--- config.mk ---
export PLATFORM = sky130hd
export DESIGN_NAME = adc_reg_front
export DESIGN_NICKNAME = d
export VERILOG_FILES = /design/src/rtl/adc_front_pkg.sv /design/src/rtl/adc_result_bank.sv /design/src/rtl/adc_ctl_status.sv /design/src/rtl/adc_read_port.sv /design/src/rtl/adc_reg_front.sv
export SDC_FILE = /design/constraint.sdc
export NUM_CORES = 1
export LEC_CHECK = 0
export ABC_CLOCK_PERIOD_IN_PS = 1700
export BUFFER_PORTS_ARGS = -buffer_cell sky130_fd_sc_hd__buf_4
export CAP_MARGIN = 20
export CELL_PAD_IN_SITES_DETAIL_PLACEMENT = 1
export CELL_PAD_IN_SITES_GLOBAL_PLACEMENT = 1
export CORE_MARGIN = 8
export CORE_UTILIZATION = 40
export CTS_CLUSTER_SIZE = 25
export DETAILED_ROUTE_END_ITERATION = 8
export HOLD_SLACK_MARGIN = 0.1
export PLACE_DENSITY_LB_ADDON = 0.1
export SETUP_SLACK_MARGIN = 0.2
export SLEW_MARGIN = 20
export SYNTH_ARGS = -nofsm -noshare
export SYNTH_HDL_FRONTEND = slang
export SYNTH_SLANG_ARGS = --single-unit
--- constraint.sdc ---
create_clock -name clk -period 1.7 [get_ports clk]
set_input_delay 0.425 -clock clk [delete_from_list [all_inputs] [get_ports clk]]
set_output_delay 0.425 -clock clk [all_outputs]
set_load 0.02 [all_outputs]
--- src/rtl/adc_front_pkg.sv ---
package adc_front_pkg;
  localparam int DATA_W = 8;
  localparam int CH_W   = 3;

  typedef struct packed {
    logic            done;
    logic            ie;
    logic            start;
    logic            scan;
    logic            cks;
    logic [CH_W-1:0] chsel;
  } ctl_t;
endpackage

--- src/rtl/adc_result_bank.sv ---
module adc_result_bank #(
  parameter int RES_W = 10,
  parameter int N_RES = 4,
  localparam int IDX_W = $clog2(N_RES)
) (
  input  logic             clk,
  input  logic             clr,
  input  logic             wr_en,
  input  logic [IDX_W-1:0] wr_idx,
  input  logic [RES_W-1:0] wr_val,
  input  logic [IDX_W-1:0] rd_idx,
  output logic [RES_W-1:0] rd_val
);
  logic [RES_W-1:0] slot_q [N_RES];

  for (genvar g = 0; g < N_RES; g++) begin : g_slot
    always_ff @(posedge clk) begin
      if (clr)
        slot_q[g] <= '0;
      else if (wr_en && wr_idx == IDX_W'(g))
        slot_q[g] <= wr_val;
    end
  end

  assign rd_val = slot_q[rd_idx];
endmodule

--- src/rtl/adc_ctl_status.sv ---
module adc_ctl_status
  import adc_front_pkg::*;
(
  input  logic              clk,
  input  logic              clr,
  input  logic              wr_en,
  input  logic [DATA_W-1:0] wdata,
  input  logic              conv_done,
  input  logic              pass_end,
  output ctl_t              ctl_q,
  output logic              irq_q
);
  ctl_t ctl_n;
  logic hw_set, auto_stop;

  assign auto_stop = conv_done && !ctl_q.scan;
  assign hw_set    = auto_stop || pass_end;

  always_comb begin
    ctl_n = ctl_q;
    if (wr_en) begin
      ctl_n       = ctl_t'(wdata);
      ctl_n.done  = ctl_q.done & wdata[DATA_W-1];
    end
    if (auto_stop) ctl_n.start = 1'b0;
    if (hw_set)    ctl_n.done  = 1'b1;
  end

  always_ff @(posedge clk) begin
    if (clr) begin
      ctl_q <= '0;
      irq_q <= 1'b0;
    end else begin
      ctl_q <= ctl_n;
      irq_q <= ctl_n.done & ctl_n.ie;
    end
  end

  p_irq_track_r9: assert property (@(posedge clk) disable iff (clr)
    irq_q == (ctl_q.done & ctl_q.ie));
  p_w1_no_set_r6: assert property (@(posedge clk) disable iff (clr)
    (wr_en && wdata[DATA_W-1] && !ctl_q.done && !hw_set) |=> !ctl_q.done);
  p_hw_wins_r8: assert property (@(posedge clk) disable iff (clr)
    hw_set |=> ctl_q.done);
  p_single_stop_r10: assert property (@(posedge clk) disable iff (clr)
    auto_stop |=> !ctl_q.start);
  p_scan_hold_r10: assert property (@(posedge clk) disable iff (clr)
    (ctl_q.scan && ctl_q.start && !wr_en) |=> ctl_q.start);
endmodule

--- src/rtl/adc_read_port.sv ---
module adc_read_port
  import adc_front_pkg::*;
#(
  parameter int RES_W  = 10,
  parameter int ADDR_W = 4,
  localparam int LO_W  = RES_W - DATA_W,
  localparam int PAD_W = DATA_W - LO_W
) (
  input  logic              clk,
  input  logic              clr,
  input  logic              rd_en,
  input  logic [ADDR_W-1:0] addr,
  input  logic [RES_W-1:0]  res_val,
  input  logic [DATA_W-1:0] ctl_byte,
  output logic [DATA_W-1:0] rdata_q
);
  logic [DATA_W-1:0] hold_q;
  logic [DATA_W-1:0] hi_byte, lo_byte;
  logic              is_ctl_space, is_ctl;

  assign hi_byte      = res_val[RES_W-1 -: DATA_W];
  assign lo_byte      = {res_val[LO_W-1:0], {PAD_W{1'b0}}};
  assign is_ctl_space = addr[ADDR_W-1];
  assign is_ctl       = is_ctl_space && (addr[ADDR_W-2:0] == '0);

  always_ff @(posedge clk) begin
    if (clr) begin
      rdata_q <= '0;
      hold_q  <= '0;
    end else if (rd_en) begin
      if (is_ctl_space)
        rdata_q <= is_ctl ? ctl_byte : '0;
      else if (addr[0])
        rdata_q <= hold_q;
      else begin
        rdata_q <= hi_byte;
        hold_q  <= lo_byte;
      end
    end
  end

  p_lo_pad_r2: assert property (@(posedge clk) disable iff (clr)
    (rd_en && !is_ctl_space && addr[0]) |=> (rdata_q[PAD_W-1:0] == '0));
  p_rdata_hold_r11: assert property (@(posedge clk) disable iff (clr)
    !rd_en |=> $stable(rdata_q));
endmodule

--- src/rtl/adc_reg_front.sv ---
module adc_reg_front
  import adc_front_pkg::*;
#(
  parameter int RES_W = 10,
  parameter int N_RES = 4,
  localparam int IDX_W  = $clog2(N_RES),
  localparam int ADDR_W = IDX_W + 2
) (
  input  logic              clk,
  input  logic              rst,
  input  logic              stby,
  input  logic              mstop,
  input  logic [ADDR_W-1:0] bus_addr,
  input  logic              bus_rd,
  input  logic              bus_wr,
  input  logic [DATA_W-1:0] bus_wdata,
  output logic [DATA_W-1:0] bus_rdata,
  input  logic              eng_done,
  input  logic              eng_pass_end,
  input  logic [RES_W-1:0]  eng_result,
  input  logic [CH_W-1:0]   eng_chan,
  output logic              irq,
  output logic              eng_start,
  output logic              eng_scan,
  output logic              eng_cks,
  output logic [CH_W-1:0]   eng_chsel
);
  localparam logic [ADDR_W-1:0] CTL_ADDR = ADDR_W'(1) << (ADDR_W - 1);

  logic             clr;
  logic             ctl_wr;
  ctl_t             ctl_q;
  logic [RES_W-1:0] res_val;

  assign clr    = rst | stby | mstop;
  assign ctl_wr = bus_wr && (bus_addr == CTL_ADDR);

  adc_result_bank #(.RES_W(RES_W), .N_RES(N_RES)) u_bank (
    .clk    (clk),
    .clr    (clr),
    .wr_en  (eng_done),
    .wr_idx (eng_chan[IDX_W-1:0]),
    .wr_val (eng_result),
    .rd_idx (bus_addr[IDX_W:1]),
    .rd_val (res_val)
  );

  adc_ctl_status u_ctl (
    .clk       (clk),
    .clr       (clr),
    .wr_en     (ctl_wr),
    .wdata     (bus_wdata),
    .conv_done (eng_done),
    .pass_end  (eng_pass_end),
    .ctl_q     (ctl_q),
    .irq_q     (irq)
  );

  adc_read_port #(.RES_W(RES_W), .ADDR_W(ADDR_W)) u_rd (
    .clk      (clk),
    .clr      (clr),
    .rd_en    (bus_rd),
    .addr     (bus_addr),
    .res_val  (res_val),
    .ctl_byte (DATA_W'(ctl_q)),
    .rdata_q  (bus_rdata)
  );

  assign eng_start = ctl_q.start;
  assign eng_scan  = ctl_q.scan;
  assign eng_cks   = ctl_q.cks;
  assign eng_chsel = ctl_q.chsel;

  p_sleep_clear_r7: assert property (@(posedge clk) disable iff (rst)
    (stby || mstop) |=> (bus_rdata == '0 && !irq && !eng_start && !eng_scan));
endmodule

==> results of run 1 <==
[critical path: stages]
cell and delay [ps]:
buf_4 110, or3_1 530, nor3_4 230, buf_4 170
and2_1 140
[metal layers]
metal | vias to the layer above | global-route usage (%) | part of all wire (%)
met3 | 9 | 4.48 | 5.4
met5 | - | 0 | 0
met1 | 883 | 16.1 | 42
met2 | 48 | 24.6 | 50
met4 | 0 | 6.38 | 1.7
li1 | 895 | - | -
[cells by family (layout without fill, tap and decap cells)]
group                  after synthesis  count (layout)  share of synthesized area [%]
and+or+nand+nor                     95              95                           21.3
AOI/OAI and AO/OA                   30              30                           6.98
DFF                                 59              59                           58.5
muxes                               15              15                           9.34
buffers and inverters               14              82                           3.93
[sequential cells by signal, indices dropped and copies added (netlist names)]
| name | count |
|---|---|
| u_rd.hold_q | 2 |
| u_ctl.irq_q | 1 |
| u_ctl.ctl_q | 8 |
| u_rd.rdata_q | 8 |
| u_bank.slot_q | 40 |
[power groups by stage]
stage | Sequential, mW | Combinational [mW] | Clock [mW]
floorplan | 1.61 | 0.114 | 0
global placement | 1.61 | 0.229 | 0
detailed placement | 1.61 | 0.233 | 0
CTS | 1.58 | 0.234 | 1.20
global route | 1.58 | 0.249 | 1.25
finish | 1.58 | 0.229 | 1.17
[area by class of cell]
| type | instances | area, um2 |
|---|---|---|
| Fill cell | 720 | 3280 |
| Clock buffer | 10 | 128 |
| Timing Repair Buffer | 67 | 528 |
| Clock inverter | 5 | 45.0 |
| Multi-Input combinational cell | 140 | 1020 |
| Sequential cell | 59 | 1580 |
| Tap cell | 80 | 100 |
[cells in the mapped netlist (2+ instances only)]
| master | count | area share [%] |
|---|---|---|
| a21oi_1 | 12 | 2.2 |
| a31oi_1 | 2 | 0.46 |
| and2_1 | 40 | 9.3 |
| and2b_2 | 2 | 0.65 |
| buf_1 | 2 | 0.28 |
| buf_4 | 6 | 1.7 |
| buf_6 | 4 | 1.7 |
| dfxtp_1 | 19 | 14 |
| edfxtp_1 | 40 | 44 |
| mux2_2 | 2 | 0.83 |
| mux2i_1 | 5 | 1.9 |
| mux4_2 | 8 | 6.7 |
| nand2_1 | 13 | 1.8 |
| nand3_1 | 13 | 2.4 |
| nand3b_1 | 2 | 0.55 |
| nor2_1 | 5 | 0.69 |
| nor2_2 | 3 | 0.69 |
| nor2b_1 | 6 | 1.4 |
| nor3_1 | 3 | 0.55 |
| o21ai_0 | 5 | 0.92 |
| o21ai_2 | 6 | 1.9 |
[final timing paths]
path,start,endpoint,slack [ps],cells past startpoint
min,bus_wdata[0],u_ctl.ctl_q[0]$_SDFFE_PP0N_,360,3
max,stby,u_bank.slot_q[1][5]$_SDFFCE_PN0P_,310,5
min reg2reg,u_ctl.ctl_q[7]$_SDFF_PP0_,u_rd.rdata_q[7]$_SDFFE_PP0P_,470,2
max reg2reg,u_bank.slot_q[3][1]$_SDFFCE_PN0P_,u_rd.hold_q[7]$_SDFFE_PP0P_,530,3
[per-stage QoR]
| step | power (mW) | worst slack (ps) |
|---|---|---|
| 2_1_floorplan | 1.72 | 180 |
| 3_3_place_gp | 1.84 | 3.44 |
| 3_5_place_dp | 1.84 | -17.1 |
| 4_1_cts | 3.01 | 334 |
| 5_1_grt | 3.09 | 271 |
| 6_report | 2.98 | 308 |
==> results_dict.tcl, run 1 <==
set metrics [dict create \
    status "finished clean" \
    drc 0 \
    core_um2 6680 \
    grt_remaining_overflow 0 \
    dieArea_um2 9650 \
    tightest_slew_ps 368 \
    leakagePower_nw 1.37 \
    power_density_nw_per_um2 875 \
    grt_pass1_vias 1966 \
    clock_sinks 59 \
    async_flop_share_pct 0 \
    wl_per_cell_um 18.2 \
    synth.cell_area_um2 2710 \
    final_common_cell "buf_4" \
    fp.dieH_um 98.2 \
    crit_fanout 5 \
    seq_power_share_pct 53.1 \
    root_buffer "clkbuf_8" \
    crit_required_ps 1900 \
    relSlewSlack_pct 75.3 \
    min_period_ps 1390 \
    synth_seq_area_share_pct 58.5 \
    min_path_type "in2reg" \
    fin_skew_ps 9.28 \
    fin_area_um2 3400 \
    postSynthAreaPerCell_um2 12.7 \
    nNetsFinal 310 \
    p_sw_mw 0.642 \
    num_vias 1835 \
    drive_above_1_share_pct 37.0 \
    arrival_ps 1590 \
    dp_hpwl_um 4910 \
    netSwitchingFraction_pct 21.6 \
    grt_first_pass_wirelength_um 10500 \
    numCtsBuffers 9 \
    final_cell_mix "65 x buf_4, 40 x and2_1, 40 x edfxtp_1, 19 x dfxtp_1, 13 x nand3_1" \
    gp_congestion 0.718 \
    post-route-period-util_pct 81.9 \
    drt_iter0_drc 59 \
    viasPerCell 5.08 \
    wl_um 6560 \
    hold_viol_final 0 \
    power_frac_comb_pct 7.7 \
    port_buffers 46 \
    initial_core_util_pct 40.5 \
    num_rows 30 \
    cts_max_level 3 \
    antenna_found_initial 0 \
    synth_edf_count 40 \
    antenna_cells 0 \
    die_x_um 98.2 \
    worst_setup_hold_path_clk_slew_ps 60 \
    ys_seq_elements 59 \
    maxSlewViolCount 0 \
    critical_path_class "in2reg" \
    synthCells 213 \
    endpoint_kind "flop" \
    grt_max_degree 16 \
    clk_latency_ps 330 \
    synth-main-ff-cell "edfxtp_1" \
    fin_cells 361 \
    cts_buffer_depth 2 \
    dp_cells 346 \
    drt.antenna.violating_nets 0 \
    hold_slack_ps 357 \
    syn_to_final_growth_pct 25.8 \
    placed_area_um2 3230 \
    dr.pass1.iters 4 \
    rsz0062_at_grt "false" \
    intPower_mw 2.33 \
    final_util_pct 50.9 \
    cts_hold_buffers 0 \
    cts_resized 0 \
    critPathLaunchType "input port" \
    cts_setup_buffers 0 \
    synth_nets 246 \
    cts_tree "done" \
    clockPowerShare_pct 39.2 \
    gr-usage-all-layers_pct 14.4 \
    fmax_mhz 719 \
    yosysWarnings 0 \
    synth_cell_types 36 \
    max-cap-violations 0 \
    fin_tns_setup_ps 0 \
    io_pins 48 \
    peakVddDrop_v 0.000404 \
    setup_viol 0 \
]
Note: power is estimated with default switching activity, not from simulation.
==> run 2: changes to the inputs <==
Settings changed: ABC_AREA set to 1, ABC_CLOCK_PERIOD_IN_PS 1700 to 1100, CORE_UTILIZATION 40 to 38.
Clock period 1.7 ns to 1.1 ns, I/O delays scaled along.
==> run 2 against run 1 <==
The flow now finishes with violations (negative setup slack). Clock power up 76%. Global-route usage up 4.7 points. Final cell count up 43%. Largest cell class unchanged. Worst hold slack worse by 190 ps. Synthesized area up 1.6%. Total power up 76%.
==> results_dict.tcl, run 2 <==
set metrics [dict create \
    wl_per_cell_um 18.7 \
    antenna_cells 0 \
    dp_hpwl_um 5680 \
    drt.antenna.violating_nets 0 \
    dieArea_um2 10200 \
    cts_hold_buffers 0 \
    crit_buf_inv 4 \
    grt_remaining_overflow 0 \
    root_buffer "clkbuf_8" \
    synth_edf_count 40 \
    synth_top_area_share_pct 43.7 \
    netSwitchingFraction_pct 27.1 \
    nNetsFinal 445 \
    crit_required_ps 1170 \
    clockPowerShare_pct 39.4 \
    die_x_um 101 \
    final.setup.worst_slack_ps -24.9 \
    fin_tns_setup_ps -109 \
    ys_seq_elements 59 \
    syn_to_final_growth_pct 61.4 \
    drive_above_1_share_pct 49.9 \
    cts_buffer_depth 2 \
    io_pins 48 \
    yosysWarnings 0 \
    fin_skew_ps 8.19 \
    synth_nets 340 \
    seq_power_share_pct 46.9 \
    power_frac_comb_pct 13.7 \
    synthTopCellsByArea "edfxtp_1 44%, dfxtp_1 14%, nand2_1 13%, nor2_1 7.4%, inv_1 3.4%" \
    tightest_slew_ps 369 \
    synthCells 307 \
    synth.most_common_cell "nand2_1" \
    gr-usage-all-layers_pct 19.0 \
    reg_top3 "u_bank.slot_q: 40 flops, u_ctl.ctl_q: 8 flops, u_rd.rdata_q: 8 flops" \
    numCtsBuffers 9 \
    gp_congestion 0.774 \
    peakVddDrop_v 0.00118 \
    cts_tree "done" \
    max-cap-violations 0 \
    synth.cell_area_um2 2750 \
    largest_register_ffs 40 \
    initial_core_util_pct 38.5 \
    clock_sinks 59 \
    drc 0 \
    num_vias 2566 \
    final_common_cell "nand2_1" \
    worst_setup_hold_path_clk_slew_ps 80 \
    antenna_found_initial 0 \
    placed_area_um2 3550 \
    synth-main-ff-cell "edfxtp_1" \
    crit_fanout 5 \
    fin_area_um2 4440 \
    worstPathCellList "buf_8, clkinvlp_4, buf_6, o31ai_4, clkbuf_16" \
    grt_first_pass_wirelength_um 14500 \
    critical_path_class "in2reg" \
    p_sw_mw 1.42 \
    total_power_mw 5.23 \
    grt_max_degree 21 \
    fp.dieH_um 101 \
    min_path_type "in2reg" \
    viasPerCell 4.97 \
    relSlewSlack_pct 75.4 \
    drt_iter0_drc 132 \
    dr.pass1.iters 4 \
    cts_max_level 3 \
    fmax_mhz 889 \
    final_cell_mix "89 x nand2_1, 61 x buf_4, 40 x edfxtp_1, 26 x nor2_1, 26 x nor2_2" \
    rsz0062_at_grt "true" \
    hold_viol_final 0 \
    power_density_nw_per_um2 1180 \
    clk_latency_ps 350 \
    core_um2 7140 \
    grt_busiest_layer "met2" \
    cpMaxStageDelayCell "o31ai_4" \
    num_rows 31 \
    use_met2_pct 33.7 \
    global_route.usage.met3_pct 3.94 \
    wl_um 9670 \
    endpoint_kind "flop" \
    crit_family "buffers and inverters" \
    leakagePower_nw 1.93 \
    async_flop_share_pct 0 \
    min_period_ps 1120 \
    post-route-period-util_pct 102 \
    maxSlewViolCount 0 \
    postSynthAreaPerCell_um2 8.95 \
    synth_cell_types 27 \
    netlist_top_cells_count "94 x nand2_1, 54 x nor2_1, 40 x edfxtp_1" \
    status "complete, but fails checks" \
    port_buffers 46 \
    violations "negative setup slack" \
    arrival_ps 1190 \
    post-synth-top-area-cell "edfxtp_1" \
    worst_path_largest_cell_delay_ps 370 \
    top_register "u_bank.slot_q" \
    setup_viol 5 \
    critPathLaunchType "input port" \
    synth_seq_area_share_pct 57.5 \
    intPower_mw 3.82 \
    use_met1_pct 21.9 \
    grt_pass1_vias 2590 \
]
[run 2: cell count changes after synthesis, moves of 8 or more]
cell,change
nand2_1,+81
inv_1,+25
mux4_2,-8
nand4_1,+8
nor2_1,+49
and2_1,-40
[run 2: path summary, 6_finish.rpt]
kind / startpoint / endpoint / slack (ps) / cells after the start
min: bus_wdata[0] / u_ctl.ctl_q[0]$_SDFFE_PP0N_ / 170 / 3
min reg2reg: u_rd.rdata_q[7]$_SDFFE_PP0P_ / u_rd.rdata_q[7]$_SDFFE_PP0P_ / 530 / 2
max: eng_done / u_bank.slot_q[1][2]$_SDFFCE_PN0P_ / -20 / 5
max reg2reg: u_bank.slot_q[0][1]$_SDFFCE_PN0P_ / u_rd.hold_q[7]$_SDFFE_PP0P_ / 60 / 6
[run 2: cell type report]
class                   count  area, um2
well taps                  99        124
fillers                   822       2700
clock inverters             7       77.6
multi-input cells         209       1270
clock buffers               9        124
repair buffers            103       1090
inverters                  30        144
flip-flops and latches     59       1600
[run 2: logic make-up after synthesis]
kind of cell	count (synthesis)	share of synthesized area (%)
AOI/OAI and AO/OA	34	7.65
buffers and inverters	43	7.01
DFF	59	57.5
and+or+nand+nor	171	27.8
[run 2: through the flow]
stage                     util, %  hold WS, ps  setup slack [ps]  cells
final                        62.2          169             -24.9    516
after global routing         62.2          175             -24.2    516
after CTS                    58.5          169              12.9    507
after detailed placement     49.7          478              -319    468
after global placement       49.7          474              -241    468
after floorplan                 -          411              -276    307
[run 2: timing repair]
action	4_1_cts	5_1_grt
cloned	5	2
resized for setup	53	50
endpoints found under the setup margin	98	113
setup buffers	18	7
pin swaps	17	15
[run 2: layer usage]
metal  vias up  share of wire (%)
met5         -                  0
met4         0                2.8
met3        20                5.8
met2        81                 52
met1      1233                 39
li1       1232                  -
[run 2: power groups by stage]
stage / logic, mW / clock network, mW / registers, mW
after floorplan: 0.238 / 0 / 2.49
after global placement: 0.506 / 0 / 2.50
after detailed placement: 0.517 / 0 / 2.50
after CTS: 0.626 / 2.05 / 2.45
after global routing: 0.766 / 2.17 / 2.46
final: 0.716 / 2.06 / 2.46
[run 2: worst register-to-register path, stage by stage (launching register included)]
cell and delay, ps:
edfxtp_1 410, nor2_1 120, nor2_1 70, o21ai_2 80
o211ai_1 140, nand2_1 90, inv_1 40
